$ cat src/rtl/sbm_pkg.sv
package sbm_pkg;
    localparam int BYTE_W = 8;
    localparam int WORD_W = 2 * BYTE_W;

    typedef enum logic [2:0] {
        ST_IDLE,
        ST_TURN,
        ST_CLR,
        ST_SET,
        ST_STB,
        ST_CHK,
        ST_PULSE
    } seq_st_e;

    typedef enum logic [1:0] {
        BY_ADDR,
        BY_HI,
        BY_LO
    } byte_sel_e;

    typedef struct packed {
        seq_st_e             st;
        byte_sel_e           by;
        logic                wr;
        logic [BYTE_W-1:0]   addr;
        logic [WORD_W-1:0]   wdata;
        logic [WORD_W-1:0]   rd_acc;
        logic [WORD_W-1:0]   rdata;
        logic                dir;
        logic                sel_n;
        logic                stb;
        logic                lat;
        logic                doe;
        logic [BYTE_W-1:0]   dout;
        logic                done;
        logic                err;
    } seq_reg_t;
endpackage

$ cat src/rtl/sbm_hold_timer.sv
module sbm_hold_timer #(
    parameter int HOLD_CLKS = 2
) (
    input  logic clk,
    input  logic rst_n,
    input  logic restart,
    output logic last
);
    localparam int CW = (HOLD_CLKS > 1) ? $clog2(HOLD_CLKS) : 1;
    localparam logic [CW-1:0] LAST_V = CW'(HOLD_CLKS - 1);

    logic [CW-1:0] cnt_q, cnt_d;

    assign last = (cnt_q == LAST_V);

    always_comb begin
        if (restart)      cnt_d = '0;
        else if (last)    cnt_d = cnt_q;
        else              cnt_d = cnt_q + 1'b1;
    end

    always_ff @(posedge clk or negedge rst_n) begin
        if (!rst_n) cnt_q <= '0;
        else        cnt_q <= cnt_d;
    end
endmodule

$ cat src/rtl/sbm_retry_count.sv
module sbm_retry_count #(
    parameter int MAX_RETRY = 3
) (
    input  logic clk,
    input  logic rst_n,
    input  logic clr,
    input  logic inc,
    output logic at_limit
);
    localparam int RW = (MAX_RETRY > 0) ? $clog2(MAX_RETRY + 1) : 1;
    localparam logic [RW-1:0] LIM_V = RW'(MAX_RETRY);

    logic [RW-1:0] cnt_q, cnt_d;

    assign at_limit = (cnt_q == LIM_V);

    always_comb begin
        if (clr)                   cnt_d = '0;
        else if (inc && !at_limit) cnt_d = cnt_q + 1'b1;
        else                       cnt_d = cnt_q;
    end

    always_ff @(posedge clk or negedge rst_n) begin
        if (!rst_n) cnt_q <= '0;
        else        cnt_q <= cnt_d;
    end
endmodule

$ cat src/rtl/sbm_sequencer.sv
module sbm_sequencer
    import sbm_pkg::*;
(
    input  logic              clk,
    input  logic              rst_n,
    input  logic              req_start,
    input  logic              req_write,
    input  logic [BYTE_W-1:0] req_addr,
    input  logic [WORD_W-1:0] req_wdata,
    input  logic [BYTE_W-1:0] bus_din,
    input  logic              bus_wait,
    input  logic              ph_last,
    input  logic              retry_at_limit,
    output logic              ph_restart,
    output logic              retry_clr,
    output logic              retry_inc,
    output logic              busy,
    output logic              done,
    output logic              error,
    output logic [WORD_W-1:0] rdata,
    output logic [BYTE_W-1:0] bus_dout,
    output logic              bus_doe,
    output logic              bus_sel_n,
    output logic              bus_dir,
    output logic              bus_stb,
    output logic              bus_lat
);
    seq_reg_t q, d;
    logic     finish;
    logic     fin_err;

    always_comb begin
        d          = q;
        d.done     = 1'b0;
        d.err      = 1'b0;
        ph_restart = 1'b0;
        retry_clr  = 1'b0;
        retry_inc  = 1'b0;
        finish     = 1'b0;
        fin_err    = 1'b0;

        case (q.st)
            ST_IDLE: begin
                if (req_start) begin
                    d.st       = ST_TURN;
                    d.wr       = req_write;
                    d.addr     = req_addr;
                    d.wdata    = req_wdata;
                    d.dir      = req_write;
                    ph_restart = 1'b1;
                    retry_clr  = 1'b1;
                end
            end
            ST_TURN: begin
                if (ph_last) begin
                    d.st       = ST_CLR;
                    d.by       = BY_ADDR;
                    d.sel_n    = 1'b0;
                    d.stb      = 1'b0;
                    d.lat      = 1'b0;
                    d.dout     = '0;
                    ph_restart = 1'b1;
                end
            end
            ST_CLR: begin
                if (ph_last) begin
                    d.st       = ST_SET;
                    ph_restart = 1'b1;
                    if (q.by == BY_ADDR) begin
                        d.lat  = 1'b1;
                        d.dout = q.addr;
                    end else if (q.wr) begin
                        d.dout = (q.by == BY_HI) ? q.wdata[WORD_W-1:BYTE_W]
                                                 : q.wdata[BYTE_W-1:0];
                    end
                end
            end
            ST_SET: begin
                if (ph_last) begin
                    d.st       = ST_STB;
                    d.stb      = 1'b1;
                    ph_restart = 1'b1;
                end
            end
            ST_STB: begin
                if (ph_last) begin
                    ph_restart = 1'b1;
                    if (!q.wr && q.by == BY_HI) d.rd_acc[WORD_W-1:BYTE_W] = bus_din;
                    if (!q.wr && q.by == BY_LO) d.rd_acc[BYTE_W-1:0]      = bus_din;
                    if (q.by == BY_LO) begin
                        d.st    = ST_CHK;
                        d.sel_n = 1'b1;
                    end else begin
                        d.st   = ST_CLR;
                        d.by   = (q.by == BY_ADDR) ? BY_HI : BY_LO;
                        d.stb  = 1'b0;
                        d.lat  = 1'b0;
                        d.dout = '0;
                        if (!q.wr) d.doe = 1'b0;
                    end
                end
            end
            ST_CHK: begin
                if (ph_last) begin
                    if (!bus_wait) begin
                        finish = 1'b1;
                    end else if (retry_at_limit) begin
                        finish  = 1'b1;
                        fin_err = 1'b1;
                    end else begin
                        retry_inc  = 1'b1;
                        ph_restart = 1'b1;
                        d.sel_n    = 1'b0;
                        if (q.wr) begin
                            d.st = ST_PULSE;
                        end else begin
                            d.st   = ST_CLR;
                            d.by   = BY_HI;
                            d.stb  = 1'b0;
                            d.lat  = 1'b0;
                            d.dout = '0;
                        end
                    end
                end
            end
            ST_PULSE: begin
                if (ph_last) begin
                    d.st       = ST_CHK;
                    d.sel_n    = 1'b1;
                    ph_restart = 1'b1;
                end
            end
            default: d.st = ST_IDLE;
        endcase

        if (finish) begin
            d.st    = ST_IDLE;
            d.done  = 1'b1;
            d.err   = fin_err;
            d.sel_n = 1'b1;
            d.stb   = 1'b0;
            d.lat   = 1'b0;
            d.doe   = 1'b1;
            d.dout  = '1;
            if (!q.wr) d.rdata = q.rd_acc;
        end
    end

    always_ff @(posedge clk or negedge rst_n) begin
        if (!rst_n) begin
            q       <= '0;
            q.sel_n <= 1'b1;
            q.doe   <= 1'b1;
            q.dout  <= '1;
        end else begin
            q <= d;
        end
    end

    assign busy      = (q.st != ST_IDLE);
    assign done      = q.done;
    assign error     = q.err;
    assign rdata     = q.rdata;
    assign bus_dout  = q.dout;
    assign bus_doe   = q.doe;
    assign bus_sel_n = q.sel_n;
    assign bus_dir   = q.dir;
    assign bus_stb   = q.stb;
    assign bus_lat   = q.lat;
endmodule

$ cat src/rtl/strobe_bus_master.sv
module strobe_bus_master #(
    parameter int HOLD_CLKS = 2,
    parameter int MAX_RETRY = 3
) (
    input  logic        clk,
    input  logic        rst_n,
    input  logic        req_start,
    input  logic        req_write,
    input  logic [7:0]  req_addr,
    input  logic [15:0] req_wdata,
    output logic        busy,
    output logic        done,
    output logic        error,
    output logic [15:0] rdata,
    output logic [7:0]  bus_dout,
    output logic        bus_doe,
    input  logic [7:0]  bus_din,
    output logic        bus_sel_n,
    output logic        bus_dir,
    output logic        bus_stb,
    output logic        bus_lat,
    input  logic        bus_wait
);
    logic ph_last, ph_restart;
    logic retry_clr, retry_inc, retry_at_limit;

    sbm_hold_timer #(.HOLD_CLKS(HOLD_CLKS)) u_timer (
        .clk     (clk),
        .rst_n   (rst_n),
        .restart (ph_restart),
        .last    (ph_last)
    );

    sbm_retry_count #(.MAX_RETRY(MAX_RETRY)) u_retry (
        .clk      (clk),
        .rst_n    (rst_n),
        .clr      (retry_clr),
        .inc      (retry_inc),
        .at_limit (retry_at_limit)
    );

    sbm_sequencer u_seq (
        .clk            (clk),
        .rst_n          (rst_n),
        .req_start      (req_start),
        .req_write      (req_write),
        .req_addr       (req_addr),
        .req_wdata      (req_wdata),
        .bus_din        (bus_din),
        .bus_wait       (bus_wait),
        .ph_last        (ph_last),
        .retry_at_limit (retry_at_limit),
        .ph_restart     (ph_restart),
        .retry_clr      (retry_clr),
        .retry_inc      (retry_inc),
        .busy           (busy),
        .done           (done),
        .error          (error),
        .rdata          (rdata),
        .bus_dout       (bus_dout),
        .bus_doe        (bus_doe),
        .bus_sel_n      (bus_sel_n),
        .bus_dir        (bus_dir),
        .bus_stb        (bus_stb),
        .bus_lat        (bus_lat)
    );
endmodule

$ cat config.mk
export PLATFORM = sky130hd
export DESIGN_NAME = strobe_bus_master
export DESIGN_NICKNAME = d
export VERILOG_FILES = /design/src/rtl/sbm_pkg.sv /design/src/rtl/sbm_hold_timer.sv /design/src/rtl/sbm_retry_count.sv /design/src/rtl/sbm_sequencer.sv /design/src/rtl/strobe_bus_master.sv
export SDC_FILE = /design/constraint.sdc
export NUM_CORES = 1
export LEC_CHECK = 0
export BUFFER_PORTS_ARGS = -buffer_cell sky130_fd_sc_hd__buf_2
export CAP_MARGIN = 15
export CORE_ASPECT_RATIO = 1.25
export CORE_MARGIN = 8
export CORE_UTILIZATION = 26
export CTS_CLUSTER_DIAMETER = 50
export CTS_CLUSTER_SIZE = 20
export DETAILED_ROUTE_END_ITERATION = 6
export GPL_TIMING_DRIVEN = 0
export PLACE_DENSITY_LB_ADDON = 0.25
export SKIP_CTS_REPAIR_TIMING = 1
export SLEW_MARGIN = 0
export SYNTH_ARGS = -nofsm -noshare
export SYNTH_HDL_FRONTEND = slang
export SYNTH_SLANG_ARGS = --single-unit
export TNS_END_PERCENT = 5
$ cat constraint.sdc
create_clock -name clk -period 2.1 [get_ports clk]
set_input_delay 0.21 -clock clk [delete_from_list [all_inputs] [get_ports clk]]
set_output_delay 0.21 -clock clk [all_outputs]
set_load 0.03 [all_outputs]
After elaboration in Yosys (flattened, before gate mapping)
Index checks and enable logic that the tools add are counted.
{ "word_totals": {"regBits": 79, "input_bits": 37, "out_inout_bits": 32, "elab_cells": 142} }
{ "classes": {"add_sub_neg": 2, "eq_ne": 32, "mux": 63, "n_bitwise": 1, "n_reduce_logical": 27} }
{ "op_table": {"columns": ["op", "n"], "rows": [
  ["$mux W8", 9],
  ["$mux W3", 11],
  ["$pmux W8 S4", 1],
  ["$ne A3 B2 Y1 const B", 10],
  ["$mux W5", 5],
  ["$mux W1", 22],
  ["$pmux W3 S7", 1],
  ["$reduce_and A10 Y1", 2],
  ["$reduce_and A9 Y1", 2],
  ["$ne A2 B2 Y1 const B", 8],
  ["$reduce_and A8 Y1", 2],
  ["$reduce_bool A5 Y1", 3],
  ["$mux W14", 1],
  ["$mux W12", 1],
  ["$mux W2", 6],
  ["$pmux W1 S4", 3],
  ["$mux W11", 1],
  ["$eq A3 B3 Y1 const B", 3],
  ["$eq A3 B2 Y1 const B", 2],
  ["$ne A3 B1 Y1 const B", 2],
  ["$pmux W2 S3", 1],
  ["$reduce_and A3 Y1", 2],
  ["$reduce_bool A2 Y1", 3],
  ["$reduce_bool A3 Y1", 2],
  ["17 further kinds", 22]
]} }

Logic depth before layout (Yosys ltp)
{ "logic_depth": {"depth_word": 8, "ltp_mapped": 7, "ltp_nobuf": 5} }

Cells and area by module
Synthesis repeated with hierarchy kept, for this count alone.
{ "unflattened": {"cells_unflattened": 295, "area_unflattened_um2": 3799.9} }
{ "modules_own_cells": {"columns": ["module", "n_inst", "cells_each", "area_each_um2", "seq_area_each_um2"], "rows": [
  ["sbm_sequencer", 1, 283, 3647.2, 1914.3],
  ["sbm_retry_count", 1, 10, 123.9, 50.0],
  ["sbm_hold_timer", 1, 2, 28.8, 25.0]
]} }

Worst setup path after synthesis
No wires, ideal clock.
{ "synth_path": {"path_type": "register to register", "startpoint": "reg u_seq.q[75] (netlist bit)", "endpoint": "reg u_seq.q (netlist bit u_seq.rdata[10])", "setup_time_ns": 0.125, "arrival_time_ns": 1.604, "t_required_ns": 1.975, "setup_slack_ns": 0.371, "stages_incl_launch_ff": 8, "path_buffers": 3, "period_less_slack_ns": 1.729, "cell_sequence": "dfrtp_1 -> buf_4 -> and4b_1 -> and2_4 -> nor2b_4 -> buf_6 -> buf_8 -> mux2_4"} }
{ "synth_between": {"elab_chain_len": 3} }
{ "synth_lines": {"columns": ["element", "line_no", "source"], "rows": [
  ["from (decl)", "sbm_sequencer.sv:28", "seq_reg_t q, d;"],
  ["$eq A3 B3 Y1", "sbm_sequencer.sv:42", "case (q.st)"],
  ["$mux W1", "sbm_sequencer.sv:42", null],
  ["$reduce_and A2 Y1 (no source line)", null, null]
]} }
No other way between the ends.
A chain may end at the register's enable or synchronous reset.

Worst setup path in the final report
{ "layout_path": {"startpoint": "reg u_seq.q[75] (netlist bit)", "endpoint": "reg u_seq.q[57] (netlist bit)"} }
{ "layout_between": {"elab_chain_len": 2} }
{ "layout_lines": {"columns": ["element", "line_no"], "rows": [
  ["$logic_not A3 Y1", "sbm_sequencer.sv:42"],
  ["$reduce_and A2 Y1 (no source line)", null]
]} }
No other way between the ends.

==> out/metrics.cfg <==
[die]
die_y_microns = 150
start_util_pct = 26.2
fp.dieW_microns = 123
row_count = 49
num_io_pins = 69
core_area_sq_mm = 0.0142
dieArea_sq_mm = 0.0185

[cts]
cts_made_buffers = 9
clock_sinks = 79
htreeDepth = 3
clk_latency_ns = 0.34
cts_root_buf = clkbuf_16
clock_path_buffers = 2
tritoncts = yes
clkTransAtPathRegs_ns = 0.06

[global_route]
antenna_found_initial = 0
grt_max_degree = 72
grt_overflow_total = 0
grt_pass1_vias = 2713
grt_pass1_wl_microns = 14100
grt_usage_pct = 10.1

[detailed_routing]
dr.pass1.iters = 4
wl_per_cell_microns = 15.4
via_per_inst = 4.38
drtAntennaViolNets = 0
routed_wirelength_microns = 8660
drt-initial-drc-count = 189
drc = 0
via_count = 2455

[logic_synthesis]
synth_enable_flop_cells = 0
synth_common_cells = dfrtp_1, mux2_2, buf_4
synthFlopType = dfrtp_1
synth-async-reset-ratio_pct = 100
synth_seq_area_share_pct = 53.4
synth_fp_nets = 335
synth_top_area_share_pct = 46.3
synthesis.area_sq_mm = 0.00373
ys_ff_latch = 79
ys_types = 41
syn_avg_cell_area_sq_um = 12.6
synth_area_leaders = dfrtp_1, mux2_2, dfstp_2
yosys.area.top_type = dfrtp_1
yosysWarnings = 0
synthCells = 297
synth.most_common_cell = dfrtp_1

[critical_path]
cp_data_required_time_ns = 2.32
critPathLaunchType = register
worstPathArrival_ns = 2.16
path_common_cell = buf_4
crit_type = reg2reg
worst_r2r_startpoint = u_seq.q[75]$_DFFE_PN0P_
cp_max_fo = 10
setup.worst_path.end_class = register
cpLargestDelayFamily = buffers and inverters
worstPathCellList = buf_4, nor4b_1, buf_4, buf_4, mux2_2
critPathMaxStageDelay_ns = 0.43
slowest_stage = nor4b_1
critPathBufInv = 3
ff2ff_setup_slack_ns = 0.16
reg2reg_depth = 5
reg2reg_to = u_seq.q[57]$_DFFE_PN0P_

[power]
power_density_mw_per_mm2 = 1520
p_sw_share_pct = 35.6
peakVddDrop_v = 0.000570
clkPwrFrac_pct = 22.9
p_int_mw = 4.55
comb_power_share_pct = 40.8
power_frac_seq_pct = 36.3
cellLeakagePower_nw = 2.15
p_switching_mw = 2.51

[timing]
worst_pin_slew_ns = 0.639
finalWorstPathRequiredPeriod_ns = 1.94
rsz0062_at_grt = false
max_freq_mhz = 515
fin_crit_sh_pct = 92.5
setup_viol = 0
max-slew-margin-rel_pct = 57.2
setup_tns_ns = 0
drv_slew = 0
hold_viol_final = 0
finalClockSkew_ns = 0.00604

[layout]
final_nets = 416
layout-drive-gt1-share_pct = 51.2
final_cells = 561
finish.utilization_pct = 32.7
area_growth_pct = 24.7
num-fill-cells = 1479
antenna_cells = 0

[hold_path]
hp-start = req_addr[4]
hold_path.class = in2reg
holdPathEnd = u_seq.q[67]$_DFFE_PN0P_
whs_path_depth = 2

[place]
gp_congestion = 0.786
hpwl_microns = 6310
dp.cells = 544
port-buffer-count = 68

[job]
cap_violations = 0

[outcome]
outcome = finished clean

[stage by stage]
step	power [mW]	setup WS, ns	hold slack [ns]	instance area [sq um]
2_1_floorplan	4.75	0.371	-0.0856	3730
6_report	7.07	0.158	0.0996	4650
3_3_place_gp	5.42	0.142	0.442	4290
3_5_place_dp	5.49	0.110	0.0678	4320
5_1_grt	7.57	0.00891	0.0905	4650
4_1_cts	7.16	0.107	-0.303	4630
[layout by cell type (no fill, tap or decap), types with 3 or more instances in the layout]
master / instances
a21oi_1: 17
buf_2: 71
buf_4: 30
clkbuf_1: 5
clkbuf_16: 9
dfrtp_1: 69
dfstp_2: 10
inv_1: 12
mux2_2: 48
mux2_4: 10
mux2i_1: 16
nand2_1: 13
nand2b_1: 4
nor2_1: 4
nor2b_1: 3
o21ai_0: 17
[cell type report]
cell class                 count  area, sq um  area share (%)
multi-input combinational    165         1410            30.3
inverter                      12         45.0           0.969
clock inverter                 5         56.3            1.21
tap                          178          223            4.79
timing repair buffer          70          380            8.18
sequential                    79         1990            42.8
clock buffer                  11          253            5.43
buffer                        41          294            6.32
[kinds of logic after synthesis]
family / share of synthesized area [%]
DFF: 53.4
muxes: 22.8
buffers and inverters: 9.09
AOI/OAI and AO/OA: 8.12
and+or+nand+nor: 6.28
adders and majority gates: 0.336
[power by group through the flow]
stage / clock network [mW] / registers (mW) / logic (mW)
floorplan: 0 / 2.58 / 2.17
global placement: 0 / 2.57 / 2.85
detailed placement: 0 / 2.60 / 2.90
CTS: 1.68 / 2.57 / 2.90
global route: 1.73 / 2.65 / 3.18
finish: 1.62 / 2.56 / 2.89
[state kept, by name, summed over array words and instances, names as in the netlist]
name,cells
u_seq.bus_doe,1
u_seq.bus_sel_n,1
u_retry.cnt_q,2
u_seq.rdata,16
u_seq.bus_stb,1
u_seq.bus_lat,1
u_seq.bus_dout,8
u_seq.error,1
u_seq.q,45
u_seq.bus_dir,1
u_seq.done,1
u_timer.last,1
[routing by layer]
| metal | vias to the layer above | GRT usage [%] | wire [microns] |
|---|---|---|---|
| li1 | 1175 | - | - |
| met2 | 73 | 15.6 | 4020 |
| met3 | 12 | 2.79 | 566 |
| met1 | 1195 | 12.0 | 3840 |
| met4 | 0 | 6.34 | 227 |
| met5 | - | 0 | 0 |
[worst max-delay path by stage]
| stage | startpoint | end | slack (ns) | cells after the start |
|---|---|---|---|---|
| floorplan | u_seq.q[75]$_DFFE_PN0P_ | u_seq.rdata[10]$_DFFE_PN0P_ | 0.37 | 7 |
| CTS | u_retry.cnt_q[0]$_DFFE_PN0P_ | u_seq.q[72]$_DFFE_PN0P_ | 0.11 | 5 |
| finish | u_seq.q[75]$_DFFE_PN0P_ | u_seq.q[57]$_DFFE_PN0P_ | 0.16 | 5 |
| detailed placement | u_retry.cnt_q[0]$_DFFE_PN0P_ | u_seq.q[72]$_DFFE_PN0P_ | 0.11 | 5 |
| global route | u_seq.q[75]$_DFFE_PN0P_ | u_seq.q[57]$_DFFE_PN0P_ | 0.009 | 5 |
| global placement | u_retry.cnt_q[0]$_DFFE_PN0P_ | u_seq.q[72]$_DFFE_PN0P_ | 0.14 | 5 |
Note: power is estimated with default switching activity, not from simulation.
